===== config.mk =====
export PLATFORM = sky130hd
export DESIGN_NAME = i2c_eeprom_target
export DESIGN_NICKNAME = d
export VERILOG_FILES = /design/src/rtl/i2c_eeprom_target.sv
export SDC_FILE = /design/constraint.sdc
export NUM_CORES = 1
export LEC_CHECK = 0
export BUFFER_PORTS_ARGS = -buffer_cell sky130_fd_sc_hd__buf_4
export CAP_MARGIN = 0
export CELL_PAD_IN_SITES_DETAIL_PLACEMENT = 0
export CELL_PAD_IN_SITES_GLOBAL_PLACEMENT = 1
export CORE_MARGIN = 2
export CORE_UTILIZATION = 30
export DETAILED_ROUTE_END_ITERATION = 12
export PLACE_DENSITY_LB_ADDON = 0.12
export SLEW_MARGIN = 20
export SYNTH_ARGS = -nofsm -noshare
export SYNTH_HDL_FRONTEND = slang
export SYNTH_SLANG_ARGS = --single-unit

===== constraint.sdc =====
create_clock -name clk -period 6.15 [get_ports clk]
set_clock_uncertainty 0.1 [all_clocks]
set_input_delay 0 -clock clk [delete_from_list [all_inputs] [get_ports clk]]
set_output_delay 0 -clock clk [all_outputs]
set_load 0.01 [all_outputs]

===== src/rtl/i2c_eeprom_target.sv =====
module i2c_eeprom_target #(
  parameter int          AW       = 7,
  parameter int          PW       = 3,
  parameter logic [3:0]  DEV_CODE = 4'b1010
) (
  input  logic                    clk,
  input  logic                    rst_n,
  input  logic                    scl_in,
  input  logic                    sda_in,
  input  logic [2:0]              strap_addr,
  input  logic                    busy,
  input  logic [7:0]              mem_rd_data,
  output logic                    sda_drive_low,
  output logic                    mem_rd_en,
  output logic [AW-1:0]           mem_rd_addr,
  output logic                    commit_req,
  output logic [AW-PW-1:0]        commit_page,
  output logic [(1<<PW)-1:0]      commit_mask,
  output logic [8*(1<<PW)-1:0]    commit_data
);
  localparam int NB = 1 << PW;

  typedef enum logic [2:0] {ST_IDLE, ST_DEV, ST_ADDR, ST_WR, ST_RD} st_t;

  logic [1:0] scl_sy, sda_sy;
  logic       scl_p, sda_p, scl_s, sda_s;
  logic       rise, fall, start_c, stop_c;

  always_ff @(posedge clk or negedge rst_n)
    if (!rst_n) {scl_sy, sda_sy, scl_p, sda_p} <= '1;
    else begin
      scl_sy <= {scl_sy[0], scl_in};
      sda_sy <= {sda_sy[0], sda_in};
      scl_p  <= scl_sy[1];
      sda_p  <= sda_sy[1];
    end

  assign scl_s   = scl_sy[1];
  assign sda_s   = sda_sy[1];
  assign rise    = scl_s & ~scl_p;
  assign fall    = ~scl_s & scl_p;
  assign start_c = scl_s & scl_p & sda_p & ~sda_s;
  assign stop_c  = scl_s & scl_p & ~sda_p & sda_s;

  st_t          st;
  logic [3:0]   bitcnt;
  logic [7:0]   shreg, tx, rd_hold;
  logic         rw, mack, rd_pend, sda_low;
  logic [AW-1:0] ptr;
  logic [NB-1:0] wmask;
  logic [7:0]   pbuf [NB];
  logic         dev_match;

  assign dev_match = (shreg[7:4] == DEV_CODE) && (shreg[3:1] == strap_addr) && !busy;

  always_ff @(posedge clk or negedge rst_n)
    if (!rst_n) begin
      rd_pend <= 1'b0;
      rd_hold <= '0;
    end else begin
      rd_pend <= mem_rd_en;
      if (rd_pend) rd_hold <= mem_rd_data;
    end

  always_ff @(posedge clk or negedge rst_n)
    if (!rst_n) begin
      st <= ST_IDLE; bitcnt <= '0; shreg <= '0; tx <= '0;
      rw <= 1'b0; mack <= 1'b0; sda_low <= 1'b0; ptr <= '0; wmask <= '0;
      mem_rd_en <= 1'b0; mem_rd_addr <= '0; commit_req <= 1'b0;
      for (int i = 0; i < NB; i++) pbuf[i] <= '0;
    end else begin
      mem_rd_en  <= 1'b0;
      commit_req <= 1'b0;
      if (start_c) begin
        st <= ST_DEV; bitcnt <= '0; sda_low <= 1'b0; wmask <= '0;
      end else if (stop_c) begin
        if (st == ST_WR && wmask != '0) commit_req <= 1'b1;
        st <= ST_IDLE; bitcnt <= '0; sda_low <= 1'b0;
      end else if (st != ST_IDLE) begin
        if (rise && bitcnt != 4'd9) begin
          if (bitcnt < 4'd8) begin
            if (st != ST_RD) shreg <= {shreg[6:0], sda_s};
          end else if (st == ST_RD) mack <= ~sda_s;
          bitcnt <= bitcnt + 1'b1;
        end else if (fall && bitcnt == 4'd8) begin
          case (st)
            ST_DEV:
              if (dev_match) begin
                sda_low <= 1'b1;
                rw      <= shreg[0];
                if (shreg[0]) begin
                  mem_rd_en   <= 1'b1;
                  mem_rd_addr <= ptr;
                end
              end else begin
                st <= ST_IDLE; bitcnt <= '0;
              end
            ST_ADDR: begin
              sda_low <= 1'b1;
              ptr     <= shreg[AW-1:0];
            end
            ST_WR: begin
              sda_low              <= 1'b1;
              pbuf[ptr[PW-1:0]]    <= shreg;
              wmask[ptr[PW-1:0]]   <= 1'b1;
              ptr[PW-1:0]          <= ptr[PW-1:0] + 1'b1;
            end
            ST_RD: begin
              sda_low     <= 1'b0;
              mem_rd_en   <= 1'b1;
              mem_rd_addr <= ptr;
            end
            default: ;
          endcase
        end else if (fall && bitcnt == 4'd9) begin
          sda_low <= 1'b0;
          bitcnt  <= '0;
          case (st)
            ST_DEV:
              if (rw) begin
                st <= ST_RD;
                tx <= {rd_hold[6:0], 1'b0};
                sda_low <= ~rd_hold[7];
                ptr <= ptr + 1'b1;
              end else begin
                st <= ST_ADDR; wmask <= '0;
              end
            ST_ADDR: st <= ST_WR;
            ST_RD:
              if (mack) begin
                tx <= {rd_hold[6:0], 1'b0};
                sda_low <= ~rd_hold[7];
                ptr <= ptr + 1'b1;
              end else st <= ST_IDLE;
            default: ;
          endcase
        end else if (fall && st == ST_RD && bitcnt != 4'd0) begin
          sda_low <= ~tx[7];
          tx      <= {tx[6:0], 1'b0};
        end
      end
    end

  assign sda_drive_low = sda_low;
  assign commit_page   = ptr[AW-1:PW];
  assign commit_mask   = wmask;

  for (genvar g = 0; g < NB; g++) begin : g_cdata
    assign commit_data[8*g +: 8] = pbuf[g];
  end

  AST_DRIVE_AFTER_LOW: assert property (@(posedge clk) disable iff (!rst_n)
    $rose(sda_low) |-> !$past(scl_s));
  AST_NO_ACK_BUSY: assert property (@(posedge clk) disable iff (!rst_n)
    ($rose(sda_low) && $past(st) == ST_DEV) |-> !$past(busy));
  AST_COMMIT_NONEMPTY: assert property (@(posedge clk) disable iff (!rst_n)
    commit_req |-> (commit_mask != '0));
  AST_COMMIT_ONE_CYCLE: assert property (@(posedge clk) disable iff (!rst_n)
    commit_req |=> !commit_req);
  AST_PAGE_FIXED: assert property (@(posedge clk) disable iff (!rst_n)
    (st == ST_WR && $past(st) == ST_WR) |-> (ptr[AW-1:PW] == $past(ptr[AW-1:PW])));
  AST_READ_STROBE: assert property (@(posedge clk) disable iff (!rst_n)
    mem_rd_en |=> !mem_rd_en);
endmodule


After elaboration in Yosys (flattened, before gate mapping):

Index checks and enable logic that the tools add are counted.

* register bits: 129
* bits of input ports: 16
* output and inout bits: 86

* add/sub/neg operators: 3
* magnitude comparators: 5
* equal/unequal tests: 31
* mux-type cells: 71
* bitwise operators: 20
* reductions and logical operators: 39

Operators by type and width (number)
* two-way mux 8 bit: 14
* bitwise mux 64 bit: 1
* two-way mux 7 bit: 6
* two-way mux 4 bit: 9
* two-way mux 3 bit: 10
* one-hot mux 7 bit (2 select lines): 2
* AND reduction 9 bit: 3
* demux 8 bit (select 3 bit): 1
* two-way mux 1 bit: 21
* AND reduction 7 bit: 3
* inequality test 3 bit, second input constant: 6
* AND reduction 6 bit: 3
* one-hot mux 8 bit (2 select lines): 1
* nonzero test 3 bit: 5
* nonzero test 5 bit: 3
* == test 4 bit, second input constant: 3
* inequality test 3 x 2 -> 1 bit, second input constant: 4
* inverter 1 bit: 11
* logical AND 1 bit: 10
* inequality test 5 x 4 -> 1 bit, second input constant: 2
* inequality test 5 bit, second input constant: 2
* one-hot mux 3 bit (3 select lines): 1
* inequality test 2 bit, second input constant: 4
* inequality test 4 bit, second input constant: 2
* other kinds (30): 42

Logic depth before layout (Yosys ltp):

* depth after elaboration: 11
* gate-level depth with buffers: 9
* depth with buffers taken out: 7

Worst setup path before layout:

OpenSTA, ideal clock, no wires.

* kind: flip-flop to flip-flop
* start: register bitcnt[0]
* end: register pbuf, in the netlist commit_data[17]
* setup time: 125 ps
* data arrival time: 2002 ps
* data required time: 5925 ps
* slack: 3923 ps
* cell stages (with the launch flop): 9
* path buffers: 1
* cell sequence: dfrtp_1 > inv_1 > ha_1 > buf_2 > inv_1 > nor2_8 > nand3_2 > nor3_4 > mux2_2

* cells in the longest elaborated chain, start to end: 4
* elaborated cells on any way between the ends: 6
* those cells by class: 2 x eq/ne; 1 x bitwise; 3 x reduce/logical

Ends and longest elaborated chain
* from (decl): line 46 `logic [3:0] bitcnt;`
* from (signal assigned): line 84 `bitcnt <= bitcnt + 1'b1;`
* inequality test 4 bit: line 80 `if (rise && bitcnt != 4'd9) begin`
* logical AND 1 bit: line 80
* inverter 1 bit (no line)
* AND reduction 6 bit (no line) (*)
* to (signal, indexed assignment): line 104 `pbuf[ptr[PW-1:0]] <= shreg;`
* to (decl): line 51 `logic [7:0] pbuf [NB];`

Every way passes the cells marked *; elsewhere a longest branch is shown, timed or not.
A chain may end at the register's enable or synchronous reset.

Worst setup path in the final report:

Same ends and word-level chain as after synthesis.

==> results.toml <==
[global_route]
grt_usage_pct = 15.8
grt_pass1_vias = 4329
grt_max_degree = 73
overflow = 0
antenna_found_initial = 0
grt_pass1_wl_mm = 24.6

[yosys]
synthMuxAreaShare_pct = 19.4
synth-seq-cells = 128
yosysTopAreaCell = "dfrtp_1"
syn_area_per_cell_um2 = 12.5
synth_top_area_share_pct = 51.7
synthMostInstantiatedCell = "dfrtp_1"
yosys_warnings = 0
syn_area_um2 = 5900
synth_edf_count = 0
yosys_most_used_dff = "dfrtp_1"
ys_seq_area_share_pct = 54.4
synthSimpleGateAreaFrac_pct = 13.4
synth_xor_area_share_pct = 0.742
syn_nets = 494
synth_fa_ha_area_share_pct = 0.848
synth_compound_area_share_pct = 7.99
synth_cells = 474
synthTopCellsByArea = "dfrtp_1 52%, mux2_2 19%, dfstp_2 2.7%, a21oi_1 1.9%, nor2_1 1.7%"
synth_top_family_by_area = "multiplexers"
synthDistinctLibCells = 63
synth-async-reset-ratio_pct = 100
netlist_top_cells_count = "122 x dfrtp_1, 97 x mux2_2, 26 x nor2_1"

[worst_setup_path]
r2r_start = "bitcnt[0]$_DFFE_PN0P_"
critPathLaunch = "bitcnt[0]$_DFFE_PN0P_"
worstPathMaxFanout = 10
start_kind = "flip-flop"
end_kind = "flip-flop"
critical_path.endpoint = "commit_data[17]$_DFFE_PN0P_"
cp.arrival_ns = 2.92
r2r_setup_slack_ns = 3.44
r2r-end = "commit_data[17]$_DFFE_PN0P_"
cp.required_ns = 6.36
r2r_cells = 7
crit_type = "reg2reg"

[floorplanning]
start_util_pct = 30.4
top_level_ports = 102
die_w_um = 144
dieArea_um2 = 20800
rows = 51
dieHeight_um = 144
core_area_um2 = 19400

[detailed_routing]
ant_nets = 0
dr.first_iter.drc_count = 311
drc_errors = 0
first_pass_iters = 5
wl_per_cell_um = 18.3
vias_per_cell = 4.87
wirelength_mm = 15.6
dr_total_vias = 4170

[cts]
insertion_delay_ns = 0.43
path_clk_slew_ns = 0.06
cts-root-buf = "clkbuf_16"
hold_buffers = 11
post_cts_buffers = 0
cts_inserted_buffers = 17
cts.sinks = 128
tritoncts = "yes"
h-tree-depth = 4
cts_buffer_depth = 2
cts_resized = 0

[min_path]
min_from = "busy"
hold_class = "in2reg"

[timing]
worst_pin_slew_ns = 0.953
period_needed_ns = 2.71
timing.hold.ws_ns = 0.0861
rsz0062_at_grt = "false"
max_freq_ghz = 0.369
setup_tns_ns = 0
final-setup-viol-count = 0
timing.final.ws_setup_ns = 3.44
report.final.slew_viol_count = 0
slew_headroom_pct = 36.5
fin_crit_sh_pct = 44.1
finalHoldViolCount = 0

[cells_and_area]
multi_input_area_um2 = 2500
fillers = 1917
layout-drive-gt1-share_pct = 43.9
design_area_um2 = 7610
final_net_count = 597
layout-area-overhead-vs-synth_pct = 29.0
finalNonFillerCells = 856
seq_area_um2 = 3210

[place]
dpl_worst_slack_ns = 3.43
dp_cells = 812
port_buffers = 101
hpwlAfterDp_mm = 10.8
place_area_um2 = 6850
gp_congestion = 0.830

[power_and_ir_drop]
clkPwrFrac_pct = 49.0
power_frac_seq_pct = 43.3
switching_share_pct = 28.1
p_int_w = 0.00164
combPwrFrac_pct = 7.7
max-vdd-ir-drop_v = 0.000157
p_sw_w = 0.000641
leakage_nw = 3.70
power_density_nw_per_um2 = 299

[run_status]
status = "complete, no violations"

[job]
maxCapViolations = 0
layer usage:
metal,track usage [%],share of wire (%),vias up
met4,5.57,1.8,0
met2,25.6,48,107
met3,5.30,6.3,16
met1,19.8,44,2123
li1,-,-,1924
met5,0,0,-
per-stage QoR:
| stage | total power (W) | util, % |
|---|---|---|
| after floorplan | 0.00107 | - |
| after global placement | 0.00117 | 35.3 |
| after detailed placement | 0.00118 | 35.3 |
| after CTS | 0.00232 | 39.2 |
| after global routing | 0.00238 | 39.2 |
| final | 0.00228 | 39.2 |
registers in the layout, indices dropped and copies added, names as in the netlist:
register / flops
scl_p: 1
mack: 1
tx: 7
sda_sy: 2
sda_drive_low: 1
scl_sy: 2
mem_rd_en: 1
commit_mask: 8
ptr: 7
rd_hold: 8
rd_pend: 1
bitcnt: 4
commit_req: 1
shreg: 8
sda_p: 1
rw: 1
st: 3
commit_data: 64
mem_rd_addr: 7
worst min-delay path by stage:
stage | to | cells after the start | slack, ns
detailed placement | commit_data[63]$_DFFE_PN0P_ | 1 | 0.005
finish | rw$_DFFE_PN0P_ | 5 | 0.09
CTS | rw$_DFFE_PN0P_ | 5 | 0.07
global placement | commit_data[63]$_DFFE_PN0P_ | 1 | -0.005
global route | rw$_DFFE_PN0P_ | 5 | 0.11
floorplan | bitcnt[0]$_DFFE_PN0P_ | 0 | -0.40
power by group through the flow:
stage          Sequential (W)  Clock [W]  Combinational [W]
5_1_grt               0.00100    0.00118           0.000196
3_5_place_dp          0.00101          0           0.000171
3_3_place_gp          0.00101          0           0.000167
2_1_floorplan        0.000912          0           0.000156
4_1_cts              0.000993    0.00115           0.000178
6_report             0.000986    0.00112           0.000176
logic make-up after synthesis:
| kind of cell | after synthesis |
|---|---|
| flops | 128 |
| simple gates | 127 |
| mux | 102 |
| compound gates | 68 |
| buf+inv | 40 |
| xor+xnor | 5 |
| fa+ha+maj | 4 |
cell type report:
class                           instances  share of cell area, %
Multi-Input combinational cell        306                   32.9
Sequential cell                       128                   42.2
Tap cell                              265                   4.36
Timing Repair Buffer                  113                   11.5
Inverter                               11                  0.542
Clock inverter                         14                   2.89
Clock buffer                           18                   5.64
Antenna cell                            1                 0.0329
critical path: stages, from the launching register on:
cell     delay [ns]
dfrtp_1        0.44
inv_1          0.09
ha_1           0.44
inv_1          0.28
nor2_8         0.26
nand3_2        0.20
nor3_4         0.41
mux2_2         0.38
placed cells by master, fill, tap and decap left out, types with 7 or more instances in the layout:
cell	instances
a21oi_1	22
buf_4	102
clkbuf_16	17
dfrtp_1	122
dlygate4sd3_1	11
inv_1	11
mux2_2	97
nand2_1	15
nand2b_1	10
nand3_1	13
nor2_1	26
nor3_1	10
o21ai_0	9
o31ai_1	7
(Power assumes the default switching activity.)
